$ cat src/rtl/ocal_pkg.sv
package ocal_pkg;
  typedef enum logic [1:0] {
    CS_IDLE   = 2'd0,
    CS_QUIET  = 2'd1,
    CS_FIRST  = 2'd2,
    CS_SECOND = 2'd3
  } cal_state_e;
endpackage

$ cat src/rtl/ocal_meas.sv
module ocal_meas
  import ocal_pkg::*;
#(
  parameter int unsigned CNT_W          = 20,
  parameter int unsigned TO_BIT         = 17,
  parameter logic [CNT_W-1:0] DEFAULT_PERIOD = 20'd262200,
  parameter logic        DEFAULT_POS    = 1'b1
) (
  input  logic             clk,
  input  logic             rst_n,
  input  logic             tick_i,
  input  logic             vfc_pos_i,
  input  logic             vfc_neg_i,
  input  logic             quiet_i,
  input  logic             start_i,
  output logic             req_o,
  output logic             stat_o,
  output logic [CNT_W-1:0] period_o,
  output logic             pos_o
);
  localparam logic [CNT_W-1:0] TO_LIMIT = CNT_W'(1) << TO_BIT;
  localparam logic [CNT_W-1:0] ONE      = CNT_W'(1);

  cal_state_e       state_q, state_d;
  logic [CNT_W-1:0] cnt_q, cnt_d;
  logic [CNT_W-1:0] period_q, period_d;
  logic             pos_q, pos_d;
  logic             first_pos_q, first_pos_d;
  logic             req_q, req_d;
  logic             stat_q, stat_d;

  logic             pulse_any, pulse_is_pos, timed_out;
  logic [CNT_W-1:0] cnt_tick, cnt_close;

  assign pulse_any    = vfc_pos_i ^ vfc_neg_i;
  assign pulse_is_pos = vfc_pos_i & ~vfc_neg_i;
  assign timed_out    = cnt_q[TO_BIT];
  assign cnt_tick     = cnt_q + ONE;
  assign cnt_close    = tick_i ? cnt_tick : cnt_q;

  always_comb begin
    state_d     = state_q;
    cnt_d       = cnt_q;
    period_d    = period_q;
    pos_d       = pos_q;
    first_pos_d = first_pos_q;
    req_d       = req_q;
    stat_d      = stat_q;
    if (start_i) begin
      state_d = CS_QUIET;
      cnt_d   = '0;
      req_d   = 1'b1;
      stat_d  = 1'b1;
    end else begin
      unique case (state_q)
        CS_IDLE: ;
        CS_QUIET: begin
          if (quiet_i) begin
            state_d = CS_FIRST;
            cnt_d   = '0;
          end
        end
        CS_FIRST: begin
          if (timed_out) begin
            state_d  = CS_IDLE;
            period_d = DEFAULT_PERIOD;
            pos_d    = DEFAULT_POS;
            req_d    = 1'b0;
            stat_d   = 1'b0;
          end else if (pulse_any) begin
            state_d     = CS_SECOND;
            first_pos_d = pulse_is_pos;
            cnt_d       = '0;
          end else if (tick_i) begin
            cnt_d = cnt_tick;
          end
        end
        CS_SECOND: begin
          if (timed_out) begin
            state_d  = CS_IDLE;
            period_d = DEFAULT_PERIOD;
            pos_d    = DEFAULT_POS;
            req_d    = 1'b0;
            stat_d   = 1'b0;
          end else if (pulse_any) begin
            if (pulse_is_pos == first_pos_q) begin
              state_d  = CS_IDLE;
              period_d = cnt_close;
              pos_d    = first_pos_q;
              req_d    = 1'b0;
              stat_d   = 1'b0;
            end else begin
              state_d = CS_FIRST;
              cnt_d   = '0;
            end
          end else if (tick_i) begin
            cnt_d = cnt_tick;
          end
        end
        default: state_d = CS_IDLE;
      endcase
    end
  end

  always_ff @(posedge clk or negedge rst_n) begin
    if (!rst_n) begin
      state_q     <= CS_IDLE;
      cnt_q       <= '0;
      period_q    <= '0;
      pos_q       <= 1'b0;
      first_pos_q <= 1'b0;
      req_q       <= 1'b0;
      stat_q      <= 1'b1;
    end else begin
      state_q     <= state_d;
      cnt_q       <= cnt_d;
      first_pos_q <= first_pos_d;
      req_q       <= req_d;
      stat_q      <= stat_d;
      if (state_q != CS_IDLE) begin
        period_q <= period_d;
        pos_q    <= pos_d;
      end
    end
  end

  assign req_o    = req_q;
  assign stat_o   = stat_q;
  assign period_o = period_q;
  assign pos_o    = pos_q;

  // no progress out of the quiet wait while quiet is low
  a_r3_hold_quiet: assert property (@(posedge clk) disable iff (!rst_n)
    (state_q == CS_QUIET && !quiet_i && !start_i) |=> (state_q == CS_QUIET));

  // stored result is frozen while idle
  a_r4_result_stable: assert property (@(posedge clk) disable iff (!rst_n)
    (state_q == CS_IDLE && !start_i) |=> ($stable(period_o) && $stable(pos_o)));

  // the interval counter never passes the timeout limit
  a_r7_bound: assert property (@(posedge clk) disable iff (!rst_n)
    cnt_q <= TO_LIMIT);
endmodule

$ cat src/rtl/ocal_comp.sv
module ocal_comp #(
  parameter int unsigned CNT_W = 20
) (
  input  logic             clk,
  input  logic             rst_n,
  input  logic             tick_i,
  input  logic             active_i,
  input  logic [CNT_W-1:0] period_i,
  input  logic             pos_i,
  output logic             inc_chg_o,
  output logic             inc_dis_o
);
  localparam logic [CNT_W-1:0] ONE = CNT_W'(1);

  logic [CNT_W-1:0] acc_q, acc_d;
  logic             run, fire;
  logic             chg_q, dis_q;

  assign run = active_i && (period_i != '0);

  always_comb begin
    acc_d = acc_q;
    fire  = 1'b0;
    if (!run) begin
      acc_d = '0;
    end else if (tick_i) begin
      if (acc_q == period_i - ONE) begin
        acc_d = '0;
        fire  = 1'b1;
      end else begin
        acc_d = acc_q + ONE;
      end
    end
  end

  always_ff @(posedge clk or negedge rst_n) begin
    if (!rst_n) begin
      acc_q <= '0;
      chg_q <= 1'b0;
      dis_q <= 1'b0;
    end else begin
      acc_q <= acc_d;
      chg_q <= fire & ~pos_i;
      dis_q <= fire & pos_i;
    end
  end

  assign inc_chg_o = chg_q;
  assign inc_dis_o = dis_q;

  // the two strobes are never raised together
  a_r10_one_side: assert property (@(posedge clk) disable iff (!rst_n)
    !(inc_chg_o && inc_dis_o));

  // a discharge strobe follows a positive offset
  a_r10_polarity: assert property (@(posedge clk) disable iff (!rst_n)
    inc_dis_o |-> $past(pos_i));

  // a strobe only follows a cycle with a nonzero period
  a_r11_nonzero: assert property (@(posedge clk) disable iff (!rst_n)
    (inc_chg_o || inc_dis_o) |-> ($past(period_i) != '0));
endmodule

$ cat src/rtl/ocal_engine.sv
module ocal_engine #(
  parameter int unsigned CNT_W          = 20,
  parameter int unsigned TO_BIT         = 17,
  parameter logic [CNT_W-1:0] DEFAULT_PERIOD = 20'd262200,
  parameter logic        DEFAULT_POS    = 1'b1
) (
  input  logic             clk,
  input  logic             rst_n,
  input  logic             tick,
  input  logic             vfc_pos,
  input  logic             vfc_neg,
  input  logic             quiet,
  input  logic             cal_req_set,
  input  logic             cal_cmd,
  input  logic             en_wr,
  input  logic             en_wdata,
  output logic             cal_req,
  output logic             cal_stat,
  output logic             comp_en,
  output logic [CNT_W-1:0] offset_period,
  output logic             offset_pos,
  output logic             inc_chg,
  output logic             inc_dis
);
  logic [1:0] rst_sync_q;
  logic       rst_int_n;
  logic       en_q, en_d;
  logic       start;

  always_ff @(posedge clk or negedge rst_n) begin
    if (!rst_n) rst_sync_q <= 2'b00;
    else        rst_sync_q <= {rst_sync_q[0], 1'b1};
  end
  assign rst_int_n = rst_sync_q[1];

  assign start = cal_req_set | cal_cmd;

  always_comb begin
    en_d = en_q;
    if (en_wr) en_d = en_wdata;
  end

  always_ff @(posedge clk or negedge rst_int_n) begin
    if (!rst_int_n) en_q <= 1'b0;
    else            en_q <= en_d;
  end
  assign comp_en = en_q;

  ocal_meas #(
    .CNT_W(CNT_W), .TO_BIT(TO_BIT),
    .DEFAULT_PERIOD(DEFAULT_PERIOD), .DEFAULT_POS(DEFAULT_POS)
  ) u_meas (
    .clk(clk), .rst_n(rst_int_n), .tick_i(tick),
    .vfc_pos_i(vfc_pos), .vfc_neg_i(vfc_neg), .quiet_i(quiet),
    .start_i(start), .req_o(cal_req), .stat_o(cal_stat),
    .period_o(offset_period), .pos_o(offset_pos)
  );

  ocal_comp #(.CNT_W(CNT_W)) u_comp (
    .clk(clk), .rst_n(rst_int_n), .tick_i(tick),
    .active_i(en_q & ~cal_stat), .period_i(offset_period),
    .pos_i(offset_pos), .inc_chg_o(inc_chg), .inc_dis_o(inc_dis)
  );

  // an accepted start raises request and status
  a_r2_start: assert property (@(posedge clk) disable iff (!rst_int_n)
    start |=> (cal_req && cal_stat));

  // request falls only together with a fresh status
  a_r8_done: assert property (@(posedge clk) disable iff (!rst_int_n)
    $fell(cal_req) |-> !cal_stat);

  // strobes only after a cycle with compensation armed
  a_r11_gate: assert property (@(posedge clk) disable iff (!rst_int_n)
    (inc_chg || inc_dis) |-> $past(comp_en && !cal_stat));
endmodule

$ cat config.mk
export PLATFORM = sky130hd
export DESIGN_NAME = ocal_engine
export DESIGN_NICKNAME = d
export VERILOG_FILES = /design/src/rtl/ocal_pkg.sv /design/src/rtl/ocal_meas.sv /design/src/rtl/ocal_comp.sv /design/src/rtl/ocal_engine.sv
export SDC_FILE = /design/constraint.sdc
export NUM_CORES = 1
export LEC_CHECK = 0
export BUFFER_PORTS_ARGS = -buffer_cell sky130_fd_sc_hd__buf_4
export CAP_MARGIN = 10
export CORE_ASPECT_RATIO = 0.7
export CORE_MARGIN = 8
export CORE_UTILIZATION = 25
export DETAILED_ROUTE_END_ITERATION = 10
export PLACE_DENSITY_LB_ADDON = 0.12
export REMOVE_ABC_BUFFERS = 1
export SLEW_MARGIN = 25
export SYNTH_ARGS = -nofsm -noshare
export SYNTH_HDL_FRONTEND = slang
export SYNTH_SLANG_ARGS = --single-unit
$ cat constraint.sdc
create_clock -name clk -period 2.5 [get_ports clk]
set_clock_uncertainty 0.1 [all_clocks]
set_input_delay 0.125 -clock clk [delete_from_list [all_inputs] [get_ports clk]]
set_output_delay 0.125 -clock clk [all_outputs]
set_load 0.01 [all_outputs]
## Word-level counts from Yosys, hierarchy flattened

Cells that the tools add are included.
W data, S select, Z words.

| storage, ports and cells | value |
|---|---|
| register bits after elaboration | 71 |
| input port bits | 10 |
| output and inout bits | 26 |

| operators by class | value |
|---|---|
| add/sub/neg operators | 3 |
| eq/ne operators | 17 |
| multiplexer cells | 39 |
| bitwise gates (word level) | 11 |
| reductions and logical operators | 12 |

Operators with widths:

| operator | count |
|---|---|
| $mux W20 | 15 |
| $pmux W20 S3 | 1 |
| $add A20 B1 Y20 const B | 2 |
| $pmux W20 S2 | 1 |
| $eq A20 B20 Y1 | 1 |
| $reduce_bool A20 Y1 | 1 |
| $sub A20 B1 Y20 const B | 1 |
| $mux W2 | 7 |
| $mux W1 | 12 |
| $ne A4 B2 Y1 const B | 3 |
| $reduce_and A4 Y1 | 3 |
| $ne A3 B3 Y1 const B | 3 |
| $ne A3 B1 Y1 const B | 2 |
| $pmux W2 S3 | 1 |
| $reduce_and A6 Y1 | 1 |
| $not A1 Y1 | 5 |
| $reduce_and A5 Y1 | 1 |
| $and A1 B1 Y1 | 4 |
| $eq A2 B2 Y1 const B | 2 |
| $ne A4 B4 Y1 const B | 1 |
| $pmux W1 S2 | 2 |
| $reduce_bool A2 Y1 | 2 |
| $reduce_bool A4 Y1 | 1 |
| $ne A3 B2 Y1 const B | 1 |
| 9 further kinds | 9 |

## Longest topological paths before layout

Gate-level depths: netlist of the first run.

| logic depth | value |
|---|---|
| depth after elaboration | 8 |
| depth in mapped cells | 10 |
| depth with buffers taken out | 9 |

## Cells and area by module

A second synthesis of the first run with hierarchy kept.

| unflattened totals | value |
|---|---|
| cells, all modules | 497 |
| area total of the unflattened synthesis | 4570.6 µm² |

Modules (own cells, without submodules):

| module | instances | cells each | area an instance (µm²) | seq. area each (µm²) |
|---|---|---|---|---|
| ocal_meas | 1 | 249 | 2494.9 | 1152.4 |
| ocal_comp | 1 | 241 | 1969.4 | 550.5 |
| ocal_engine | 1 | 7 | 106.4 | 75.1 |

## Least setup slack after synthesis of the first run

OpenSTA, ideal clock, no wires.

| timing | value |
|---|---|
| path type | reg-to-reg |
| from | register u_meas.period_q[9], in the netlist u_meas.period_o[9] |
| to | register u_comp.chg_q, in the netlist u_comp.inc_chg_o |
| library setup time | 95 ps |
| arrival time | 2957 ps |
| setup slack | -652 ps |
| stages on the path, launching flop included | 10 |
| path buffers | 2 |
| cell sequence | dfrtp_1 > buf_6 > or4_4 > or4_1 > buf_2 > or3_4 > a2111oi_4 > nand4_2 > nor2_4 > nor4b_2 |

| on the way | value |
|---|---|
| cells in the longest elaborated chain, start to end | 6 |
| elaborated cells between the ends (all ways) | 8 |
| those cells by class | 1 x add/sub; 1 x eq/ne; 3 x mux; 1 x bitwise; 2 x reduce/logical |

Ends and longest elaborated chain:

| item | RTL line | text |
|---|---|---|
| from (decl) | ocal_meas.sv:26 | `logic [CNT_W-1:0] period_q, period_d;` |
| from (signal assigned) | ocal_meas.sv:121 | `period_q <= period_d;` |
| $sub A20 B1 Y20 | ocal_comp.sv:27 | `if (acc_q == period_i - ONE) begin` |
| $eq A20 B20 Y1 | ocal_comp.sv:27 |  |
| $mux W1 | ocal_comp.sv:27 |  |
| $mux W1 | ocal_comp.sv:26 | `end else if (tick_i) begin` |
| $mux W1 * | ocal_comp.sv:24 | `if (!run) begin` |
| $and A1 B1 Y1 * | ocal_comp.sv:43 | `chg_q <= fire & ~pos_i;` |
| to (signal assigned) | ocal_comp.sv:43 |  |
| to (decl) | ocal_comp.sv:17 | `logic chg_q, dis_q;` |

Every way passes the cells marked *; elsewhere a longest branch is shown, timed or not.
A chain may end at the register's enable or synchronous reset.

## Worst setup path in the final report of the first run

| timing | value |
|---|---|
| from | register u_meas.period_q[1], in the netlist u_meas.period_o[1] |
| to | register u_comp.acc_q[17] |

| on the way | value |
|---|---|
| cells in the longest elaborated chain, start to end | 5 |
| elaborated cells between the ends (all ways) | 8 |
| those cells by class | 1 x add/sub; 2 x eq/ne; 3 x mux; 2 x reduce/logical |

Ends and longest elaborated chain:

| item | RTL line | text |
|---|---|---|
| $sub A20 B1 Y20 | ocal_comp.sv:27 |  |
| $eq A20 B20 Y1 | ocal_comp.sv:27 |  |
| $mux W20 | ocal_comp.sv:27 |  |
| $mux W20 | ocal_comp.sv:26 |  |
| $mux W20 | ocal_comp.sv:24 |  |
| to (signal assigned) | ocal_comp.sv:38 | `acc_q <= '0;` |
| to (signal assigned) | ocal_comp.sv:42 | `acc_q <= acc_d;` |
| to (decl) | ocal_comp.sv:15 | `logic [CNT_W-1:0] acc_q, acc_d;` |

Several ways; a longest one is shown, not always the timed one. The select of a mux whose other input is x is not followed.

==> results of run 1 <==
-- stage by stage --
step / TNS, ns / total power [mW]
2_1_floorplan: -32.79 / 1.57
3_3_place_gp: -12.94 / 1.92
3_5_place_dp: -13.43 / 1.92
4_1_cts: -11.41 / 3.32
5_1_grt: -13.80 / 3.46
6_report: -11.19 / 3.30
-- Yosys cell counts (4+ instances only) --
master	instances	area [sq um]
o22a_1	4	35.0
xor2_1	23	201
o22ai_1	4	25.0
xnor2_1	31	272
a211oi_1	11	82.6
clkbuf_1	16	60.1
a31oi_1	6	37.5
o21ai_0	44	220
inv_1	9	33.8
ha_1	4	50.1
o211ai_1	4	30.0
nand4_1	11	68.8
nor4_1	12	75.1
a21oi_1	9	45.0
nor2b_1	8	50.1
nand2_1	61	229
nor3_1	20	100
nand3_1	23	115
a21o_1	4	30.0
and3_1	4	25.0
o31ai_1	9	67.6
nor2_1	26	97.6
dfrtp_1	70	1750
-- layout make-up --
type | instances | share of cell area
Inverter | 10 | 0.00639
Clock inverter | 5 | 0.0100
Sequential cell | 71 | 0.303
Clock buffer | 11 | 0.0396
Multi-Input combinational cell | 370 | 0.422
Timing Repair Buffer | 128 | 0.170
Tap cell | 231 | 0.0492
-- worst max-delay path: stages, from the launching register on --
cell,delay (ns)
dfrtp_1,0.38
or4_4,0.53
or4_4,0.53
or3_4,0.37
a2111oi_4,0.40
nand4_4,0.19
buf_6,0.18
o211ai_1,0.16
a31oi_1,0.09
-- layer usage --
| layer | up-vias | GRT usage | share of wire |
|---|---|---|---|
| met3 | 8 | 0.0302 | 0.064 |
| met4 | 0 | 0.0273 | 0.0060 |
| met2 | 83 | 0.178 | 0.39 |
| met5 | - | 0 | 0 |
| li1 | 1964 | - | - |
| met1 | 1899 | 0.214 | 0.54 |
-- path summary, 6_finish.rpt --
path / end / slack (ns) / cells after the start
max: u_comp.acc_q[17] / -0.55 / 8
min: u_meas.state_q[0] / 0.02 / 4
max reg2reg: u_comp.acc_q[17] / -0.55 / 8
min reg2reg: u_meas.state_q[0] / 0.16 / 0
max in group asynchronous: u_meas.period_o[6] / 1.38 / 1
min in group asynchronous: u_meas.state_q[0] / 0.16 / 0
-- state kept, by name (all words and copies together), names as in the netlist --
register	flops
u_meas.first_pos_q	1
u_comp.acc_q	20
rst_sync_q	2
u_meas.stat_o	1
u_comp.inc_dis_o	1
u_meas.cnt_q	20
comp_en	1
u_meas.state_q	2
u_meas.pos_o	1
u_meas.period_o	20
u_meas.req_o	1
u_comp.inc_chg_o	1
-- report_power, final --
| part | total [mW] | switching [mW] | internal, mW |
|---|---|---|---|
| clock network | 1.31 | 0.531 | 0.776 |
| registers | 1.24 | 0.0458 | 1.19 |
| logic | 0.748 | 0.377 | 0.371 |
-- logic make-up (layout without fill, tap and decap cells) --
logic type	count (synthesis)	after routing	synth area share
buffers and inverters	32	154	0.0367
adder cells (fa/ha/maj)	4	4	0.0117
flip-flops	71	71	0.417
AND/OR/NAND/NOR	192	193	0.235
XOR/XNOR	54	54	0.111
multiplexers	5	5	0.0126
AO/OA/AOI/OAI	113	113	0.175
other	1	1	0.000879
-- repair_timing --
item / CTS / global route
pin swaps: 14 / 13
hold endpoints to repair: 3 / 0
cloned: 1 / 0
buffers inserted: 5 / 4
setup endpoints to repair: 22 / 22
hold buffers: 4 / 0
gates resized for setup: 20 / 8
==> results.json, run 1 <==
{
  "grt_start_max_net_pins": 28,
  "via_per_inst": 4.79,
  "ys.flop_type": "dfrtp_1",
  "syn_inst": 472,
  "fin_util": 0.347,
  "status": "finished, violations left",
  "io_buffer_count": 35,
  "place.gp.congestion": 0.845,
  "clock_tree.htree_level_count": 3,
  "final_cell_count_no_fill": 826,
  "leakagePower_nw": 2.42,
  "n_antenna_cell": 0,
  "final_common_cell": "buf_4",
  "startpoint": "u_meas.period_o[1]",
  "ant_nets": 0,
  "initial_core_util": 0.252,
  "row_count": 40,
  "seqCellArea_sq_um": 1780,
  "min-delay-path-class": "in -> reg",
  "endpoint_kind": "flip-flop",
  "worstPathRequired_ns": 2.62,
  "rsz0062_at_grt": "yes",
  "clk_pin_slew_ns": 0.06,
  "seq_area_frac_synth": 0.417,
  "cts_tree": "built",
  "routedWlPerCell_um": 17.1,
  "cts_sinks": 71,
  "grt_pass1_vias": 3920,
  "synthDistinctLibCells": 63,
  "final-setup-viol-count": 22,
  "cap_violations": 0,
  "drt_pass1_iterations": 5,
  "fillCellCount": 1780,
  "period_share": 1.22,
  "violations": "setup timing",
  "fin_hold_ws_ns": 0.0172,
  "dr.first_iter.drc_count": 258,
  "numCtsBuffers": 9,
  "fp.dieW_um": 172,
  "fin_area_sq_um": 5880,
  "ys_seq_elements": 71,
  "die_area_sq_um": 21600,
  "syn_area_per_cell_sq_um": 9.04,
  "fin_nets": 604,
  "syn-cell-area_sq_um": 4270,
  "timing_worst_setup_path_type": "reg -> reg",
  "layout_common_cells": "buf_4 (121), dfrtp_1 (69), nand2_1 (61)",
  "hold_viol": 0,
  "post_dp_cell_area_sq_um": 5320,
  "max-vdd-ir-drop_uv": 294,
  "clock_latency_ns": 0.34,
  "drc_errors": 0,
  "grt_pass1_wl_um": 22700,
  "post-dp-hpwl_um": 10600,
  "die_h_um": 125,
  "synth_edf_count": 0,
  "vias": 3954,
  "cts-root-buf": "clkbuf_16",
  "crit_path_start_kind": "flip-flop",
  "power.density_nw_per_um2": 561,
  "track_usage": 0.135,
  "timing.final.ws_setup_ns": -0.552,
  "grt_antenna_before_repair": 0,
  "cp_data_arrival_time_ns": 3.17,
  "syn2layout_area_growth_pct": 37.8,
  "clock.fmax_mhz": 328,
  "slew_violations": 0,
  "hold_start": "quiet",
  "dp.cells": 796,
  "place_ws_ns": -0.657,
  "wirelength_um": 14200,
  "clockBufferDepth": 2,
  "worst_slew_pin_slew_ns": 0.594,
  "gr-total-overflow": 0,
  "slew-limit-headroom": 0.602,
  "cp_max_fo": 3,
  "ys.warnings.count": 0,
  "rr_startpoint": "u_meas.period_o[1]",
  "layout_min_cycle_time_ns": 3.05,
  "multi_input_comb_area_sq_um": 2480,
  "core-area_sq_um": 16900,
  "io_pins": 36,
  "postSynth.asyncResetShare": 1.00,
  "drive_gt1_frac": 0.301
}
No activity file was read; power rests on OpenSTA's default activity.
==> run 2, diff against run 1 <==
--- a/config.mk
+++ b/config.mk
@@ -10,8 +10,10 @@
 export CORE_ASPECT_RATIO = 0.7
 export CORE_MARGIN = 8
 export CORE_UTILIZATION = 25
+export CTS_CLUSTER_SIZE = 20
 export DETAILED_ROUTE_END_ITERATION = 10
 export PLACE_DENSITY_LB_ADDON = 0.12
+export RECOVER_POWER = 100
 export REMOVE_ABC_BUFFERS = 1
 export SLEW_MARGIN = 25
 export SYNTH_ARGS = -nofsm -noshare
==> results.json, run 2 (same netlist as run 1, synthesis figures left out) <==
{
  "crit_end": "u_comp.acc_q[17]",
  "fin_nets": 604,
  "endpoint_kind": "flip-flop",
  "grt_pass1_wl_um": 22700,
  "hold_start": "quiet",
  "routedWlPerCell_um": 17.2,
  "place.gp.congestion": 0.845,
  "max-vdd-ir-drop_uv": 290,
  "via_per_inst": 4.85,
  "cp_data_arrival_time_ns": 3.17,
  "hold_viol": 0,
  "leakagePower_nw": 2.30,
  "drc_errors": 0,
  "io_buffer_count": 35,
  "wirelength_um": 14200,
  "cts_sinks": 71,
  "initial_core_util": 0.252,
  "row_count": 40,
  "crit_path_start_kind": "flip-flop",
  "power.density_nw_per_um2": 567,
  "period_share": 1.22,
  "timing.rr.end": "u_comp.acc_q[17]",
  "numCtsBuffers": 9,
  "clockBufferDepth": 2,
  "multi_input_comb_area_sq_um": 2480,
  "reg2regPathDepth": 8,
  "rr_startpoint": "u_meas.period_o[1]",
  "ant_nets": 0,
  "timing.final.ws_setup_ns": -0.560,
  "internal_power_mw": 2.31,
  "n_antenna_cell": 0,
  "clkPwrFrac": 0.400,
  "vias": 4008,
  "cp_max_fo": 3,
  "syn2layout_area_growth_pct": 35.1,
  "fin_area_sq_um": 5760,
  "die_area_sq_um": 21600,
  "worst_slew_pin_slew_ns": 1.06,
  "layout_common_cells": "buf_4 (89), dfrtp_1 (70), nand2_1 (61)",
  "status": "finished, violations left",
  "violations": "setup timing",
  "core-area_sq_um": 16900,
  "fp.dieW_um": 172,
  "layout_min_cycle_time_ns": 3.06,
  "total_power_mw": 3.27,
  "cap_violations": 0,
  "dr.first_iter.drc_count": 288,
  "gr-total-overflow": 0,
  "cts_tree": "built",
  "drt_pass1_iterations": 5,
  "post-dp-hpwl_um": 10600,
  "grt_antenna_before_repair": 0,
  "post_dp_cell_area_sq_um": 5320,
  "worstPathRequired_ns": 2.61,
  "track_usage": 0.135,
  "grt_start_max_net_pins": 28,
  "clock_latency_ns": 0.34,
  "p_comb_frac": 0.221,
  "die_h_um": 125,
  "switchingPower_mw": 0.954,
  "slew_violations": 0,
  "seqCellArea_sq_um": 1780,
  "io_pins": 36,
  "final_common_cell": "buf_4",
  "rsz0062_at_grt": "yes",
  "final-setup-viol-count": 22,
  "clk_pin_slew_ns": 0.06,
  "regToRegSetupSlack_ns": -0.56,
  "min-delay-path-class": "in -> reg",
  "grt_pass1_vias": 3920,
  "cts-root-buf": "clkbuf_16",
  "switching_share": 0.292,
  "drive_gt1_frac": 0.250,
  "pwr-share-seq": 0.379,
  "clock.fmax_mhz": 327,
  "timing_worst_setup_path_type": "reg -> reg",
  "startpoint": "u_meas.period_o[1]",
  "fillCellCount": 1814,
  "slew-limit-headroom": 0.291,
  "clock_tree.htree_level_count": 3
}
==> run 2: worst max-delay path, cell delays in order, from the launching register on <==
cell,delay (ns)
dfrtp_1,0.38
or4_4,0.54
or4_4,0.53
or3_4,0.37
a2111oi_4,0.40
nand4_4,0.19
buf_6,0.18
o211ai_1,0.16
a31oi_1,0.09
==> run 2: timing repair <==
item / 4_1_cts / 5_1_grt
pin swaps: 14 / 13
setup buffers: 5 / 4
endpoints found under the hold margin: 3 / 0
hold buffers: 4 / 0
cloned: 1 / 0
gates resized for setup: 20 / 8
endpoints found under the setup margin: 22 / 22
==> run 2: area by class of cell <==
class                      instances  area share
clock inverter                     5      0.0102
inverter                          10     0.00651
clock buffer                      11      0.0404
timing repair buffer             128       0.154
tap                              231      0.0502
sequential                        71       0.309
multi-input combinational        370       0.430
==> run 2: metrics by stage <==
step / hold slack, ns / setup TNS, ns / setup slack [ns] / utilization / instances
after global placement: -0.193 / -12.94 / -0.659 / 0.314 / 796
after detailed placement: -0.191 / -13.43 / -0.657 / 0.314 / 796
final: 0.0166 / -11.33 / -0.560 / 0.341 / 826
after CTS: 0.0109 / -11.41 / -0.558 / 0.343 / 822
after global routing: 0.0356 / -14.21 / -0.656 / 0.341 / 826
after floorplan: -0.271 / -32.79 / -1.74 / - / 450
==> run 2: metal layers <==
layer  GRT usage  wire length, um  part of all wire  vias up
li1            -                -                 -     1965
met1       0.214             7880              0.56     1941
met3      0.0302              740             0.052        7
met5           0                0                 0        -
met2       0.178             5480              0.39       95
met4      0.0273               91            0.0064        0
==> run 2: power by group through the flow <==
stage,clock (mW),combinational [mW],sequential [mW]
final,1.31,0.722,1.24
after global routing,1.40,0.782,1.25
after CTS,1.34,0.737,1.24
after detailed placement,0,0.651,1.27
after global placement,0,0.657,1.27
after floorplan,0,0.258,1.31
==> run 2: worst min path at each step <==
stage	end	slack, ns	cells past startpoint
4_1_cts	u_meas.state_q[0]	0.01	4
6_report	u_meas.state_q[0]	0.02	4
3_3_place_gp	rst_sync_q[0]	-0.19	1
3_5_place_dp	rst_sync_q[0]	-0.19	1
2_1_floorplan	rst_sync_q[0]	-0.27	0
5_1_grt	u_meas.state_q[0]	0.04	4
==> run 3, diff against run 2 <==
--- a/config.mk
+++ b/config.mk
@@ -7,6 +7,8 @@
 export LEC_CHECK = 0
 export BUFFER_PORTS_ARGS = -buffer_cell sky130_fd_sc_hd__buf_4
 export CAP_MARGIN = 10
+export CELL_PAD_IN_SITES_DETAIL_PLACEMENT = 0
+export CELL_PAD_IN_SITES_GLOBAL_PLACEMENT = 1
 export CORE_ASPECT_RATIO = 0.7
 export CORE_MARGIN = 8
 export CORE_UTILIZATION = 25
==> results.json, run 3 (same netlist as run 1, synthesis figures left out) <==
{
  "slew-limit-headroom": -0.234,
  "layout_min_cycle_time_ns": 3.02,
  "multi_input_comb_area_sq_um": 2550,
  "final-setup-viol-count": 22,
  "worst_slew_pin_slew_ns": 1.85,
  "place_ws_ns": -0.880,
  "cpPeakStageDelay_ns": 0.55,
  "clock.fmax_mhz": 331,
  "ant_nets": 0,
  "hold_path_depth": 4,
  "fp.dieW_um": 172,
  "place.gp.congestion": 0.805,
  "layout_common_cells": "buf_4 (89), dfrtp_1 (69), nand2_1 (61)",
  "fillCellCount": 1833,
  "track_usage": 0.140,
  "grt_start_max_net_pins": 70,
  "timing.final.ws_setup_ns": -0.524,
  "slew_violations": 70,
  "regToRegSetupSlack_ns": -0.52,
  "cp_max_fo": 4,
  "timing_worst_setup_path_type": "reg -> reg",
  "wirelength_um": 14700,
  "cp_data_arrival_time_ns": 3.20,
  "min-delay-path-class": "in -> reg",
  "hold_start": "quiet",
  "seqCellArea_sq_um": 1780,
  "period_share": 1.21,
  "rr_startpoint": "u_meas.period_o[11]",
  "die_area_sq_um": 21600,
  "syn2layout_area_growth_pct": 39.1,
  "crit_chain": "or4_4 -> or4_4 -> or3_4 -> a2111oi_4 -> nand4_2 -> nor2_4 -> buf_6 -> and4_1",
  "cts-root-buf": "clkbuf_16",
  "die_h_um": 125,
  "routedWlPerCell_um": 17.7,
  "crit_path_start_kind": "flip-flop",
  "switchingPower_mw": 0.957,
  "cts_tree": "built",
  "clk_pin_slew_ns": 0.06,
  "internal_power_mw": 2.46,
  "clock_tree.htree_level_count": 3,
  "finalSetupTns_ns": -10.37,
  "timing.rr.end": "u_comp.inc_dis_o",
  "cts_sinks": 71,
  "status": "finished, violations left",
  "fin_util": 0.351,
  "clockBufferDepth": 2,
  "final_common_cell": "buf_4",
  "numCtsBuffers": 9,
  "n_antenna_cell": 0,
  "endpoint_kind": "flip-flop",
  "drive_gt1_frac": 0.285,
  "fin_hold_ws_ns": 0.0227,
  "hold_viol": 0,
  "via_per_inst": 4.86,
  "grt_pass1_vias": 4032,
  "row_count": 40,
  "final_cell_count_no_fill": 831,
  "vias": 4036,
  "io_pins": 36,
  "clkPwrFrac": 0.416,
  "max-vdd-ir-drop_uv": 279,
  "rsz0062_at_grt": "yes",
  "drc_errors": 0,
  "fin_nets": 609,
  "crit_slowest_cell": "or4_4",
  "dr.first_iter.drc_count": 267,
  "initial_core_util": 0.252,
  "gr-total-overflow": 0,
  "pwr-share-seq": 0.362,
  "io_buffer_count": 35,
  "power.density_nw_per_um2": 576,
  "cap_violations": 1,
  "grt_antenna_before_repair": 0,
  "p_comb_frac": 0.222,
  "violations": "capacitance limit, slew limit, setup timing",
  "worstPathRequired_ns": 2.68,
  "dp.cells": 800,
  "hold_end": "u_meas.state_q[0]",
  "post-dp-hpwl_um": 10800,
  "leakagePower_nw": 2.35,
  "crit_path_frequent_cell": "or4_4",
  "core-area_sq_um": 16900,
  "reg2regPathDepth": 8,
  "switching_share": 0.280,
  "grt_pass1_wl_um": 23400,
  "drt_pass1_iterations": 4,
  "clock_latency_ns": 0.34
}
## run 3: routing by layer
| metal | GRT usage | wire length, um |
|---|---|---|
| met5 | 0 | 0 |
| met4 | 0.0364 | 187 |
| met3 | 0.0308 | 693 |
| met2 | 0.191 | 5840 |
| met1 | 0.215 | 8010 |
## run 3: power by group through the flow
| stage | sequential (mW) | clock [mW] | combinational [mW] |
|---|---|---|---|
| 2_1_floorplan | 1.31 | 0 | 0.258 |
| 3_3_place_gp | 1.26 | 0 | 0.695 |
| 3_5_place_dp | 1.26 | 0 | 0.696 |
| 4_1_cts | 1.24 | 1.47 | 0.774 |
| 5_1_grt | 1.24 | 1.51 | 0.833 |
| 6_report | 1.24 | 1.42 | 0.759 |
## run 3: how the worst max path moves through the flow
stage / startpoint / end / slack, ns / cells after the start
2_1_floorplan: u_meas.period_o[12] / u_comp.acc_q[0] / -1.74 / 6
6_report: u_meas.period_o[11] / u_comp.inc_dis_o / -0.52 / 8
3_3_place_gp: u_meas.period_o[0] / u_comp.acc_q[17] / -0.82 / 11
5_1_grt: u_meas.period_o[11] / u_comp.inc_dis_o / -0.62 / 8
4_1_cts: u_meas.period_o[11] / u_comp.inc_dis_o / -0.53 / 8
3_5_place_dp: u_meas.period_o[0] / u_comp.acc_q[17] / -0.88 / 11
## run 3: worst max-delay path: cells and delay by family, from the launching register on
kind / cells / cell delay, ns
simple gates: 6 / 2.05
flops: 1 / 0.37
compound gates: 1 / 0.31
buf+inv: 1 / 0.13
## run 3: area by class of cell
| cell class | instances | area share |
|---|---|---|
| multi-input cells | 369 | 0.430 |
| flip-flops and latches | 71 | 0.300 |
| repair buffers | 134 | 0.161 |
| well taps | 231 | 0.0487 |
| clock buffers | 13 | 0.0422 |
| clock inverters | 3 | 0.0114 |
| inverters | 10 | 0.00633 |
## run 3: what timing repair did
| item | CTS | global route |
|---|---|---|
| setup endpoints to repair | 22 | 22 |
| endpoints found under the hold margin | 3 | 0 |
| cloned | 0 | 0 |
| pin swaps | 22 | 17 |
| gates resized for setup | 43 | 8 |
| setup buffers | 10 | 2 |
| hold buffers | 4 | 0 |
## run 3: stage by stage
step           instance area, sq um  power (mW)
6_report                       5930        3.42
5_1_grt                        5930        3.58
4_1_cts                        6000        3.48
3_5_place_dp                   5360        1.96
3_3_place_gp                   5360        1.95
2_1_floorplan                  4150        1.57
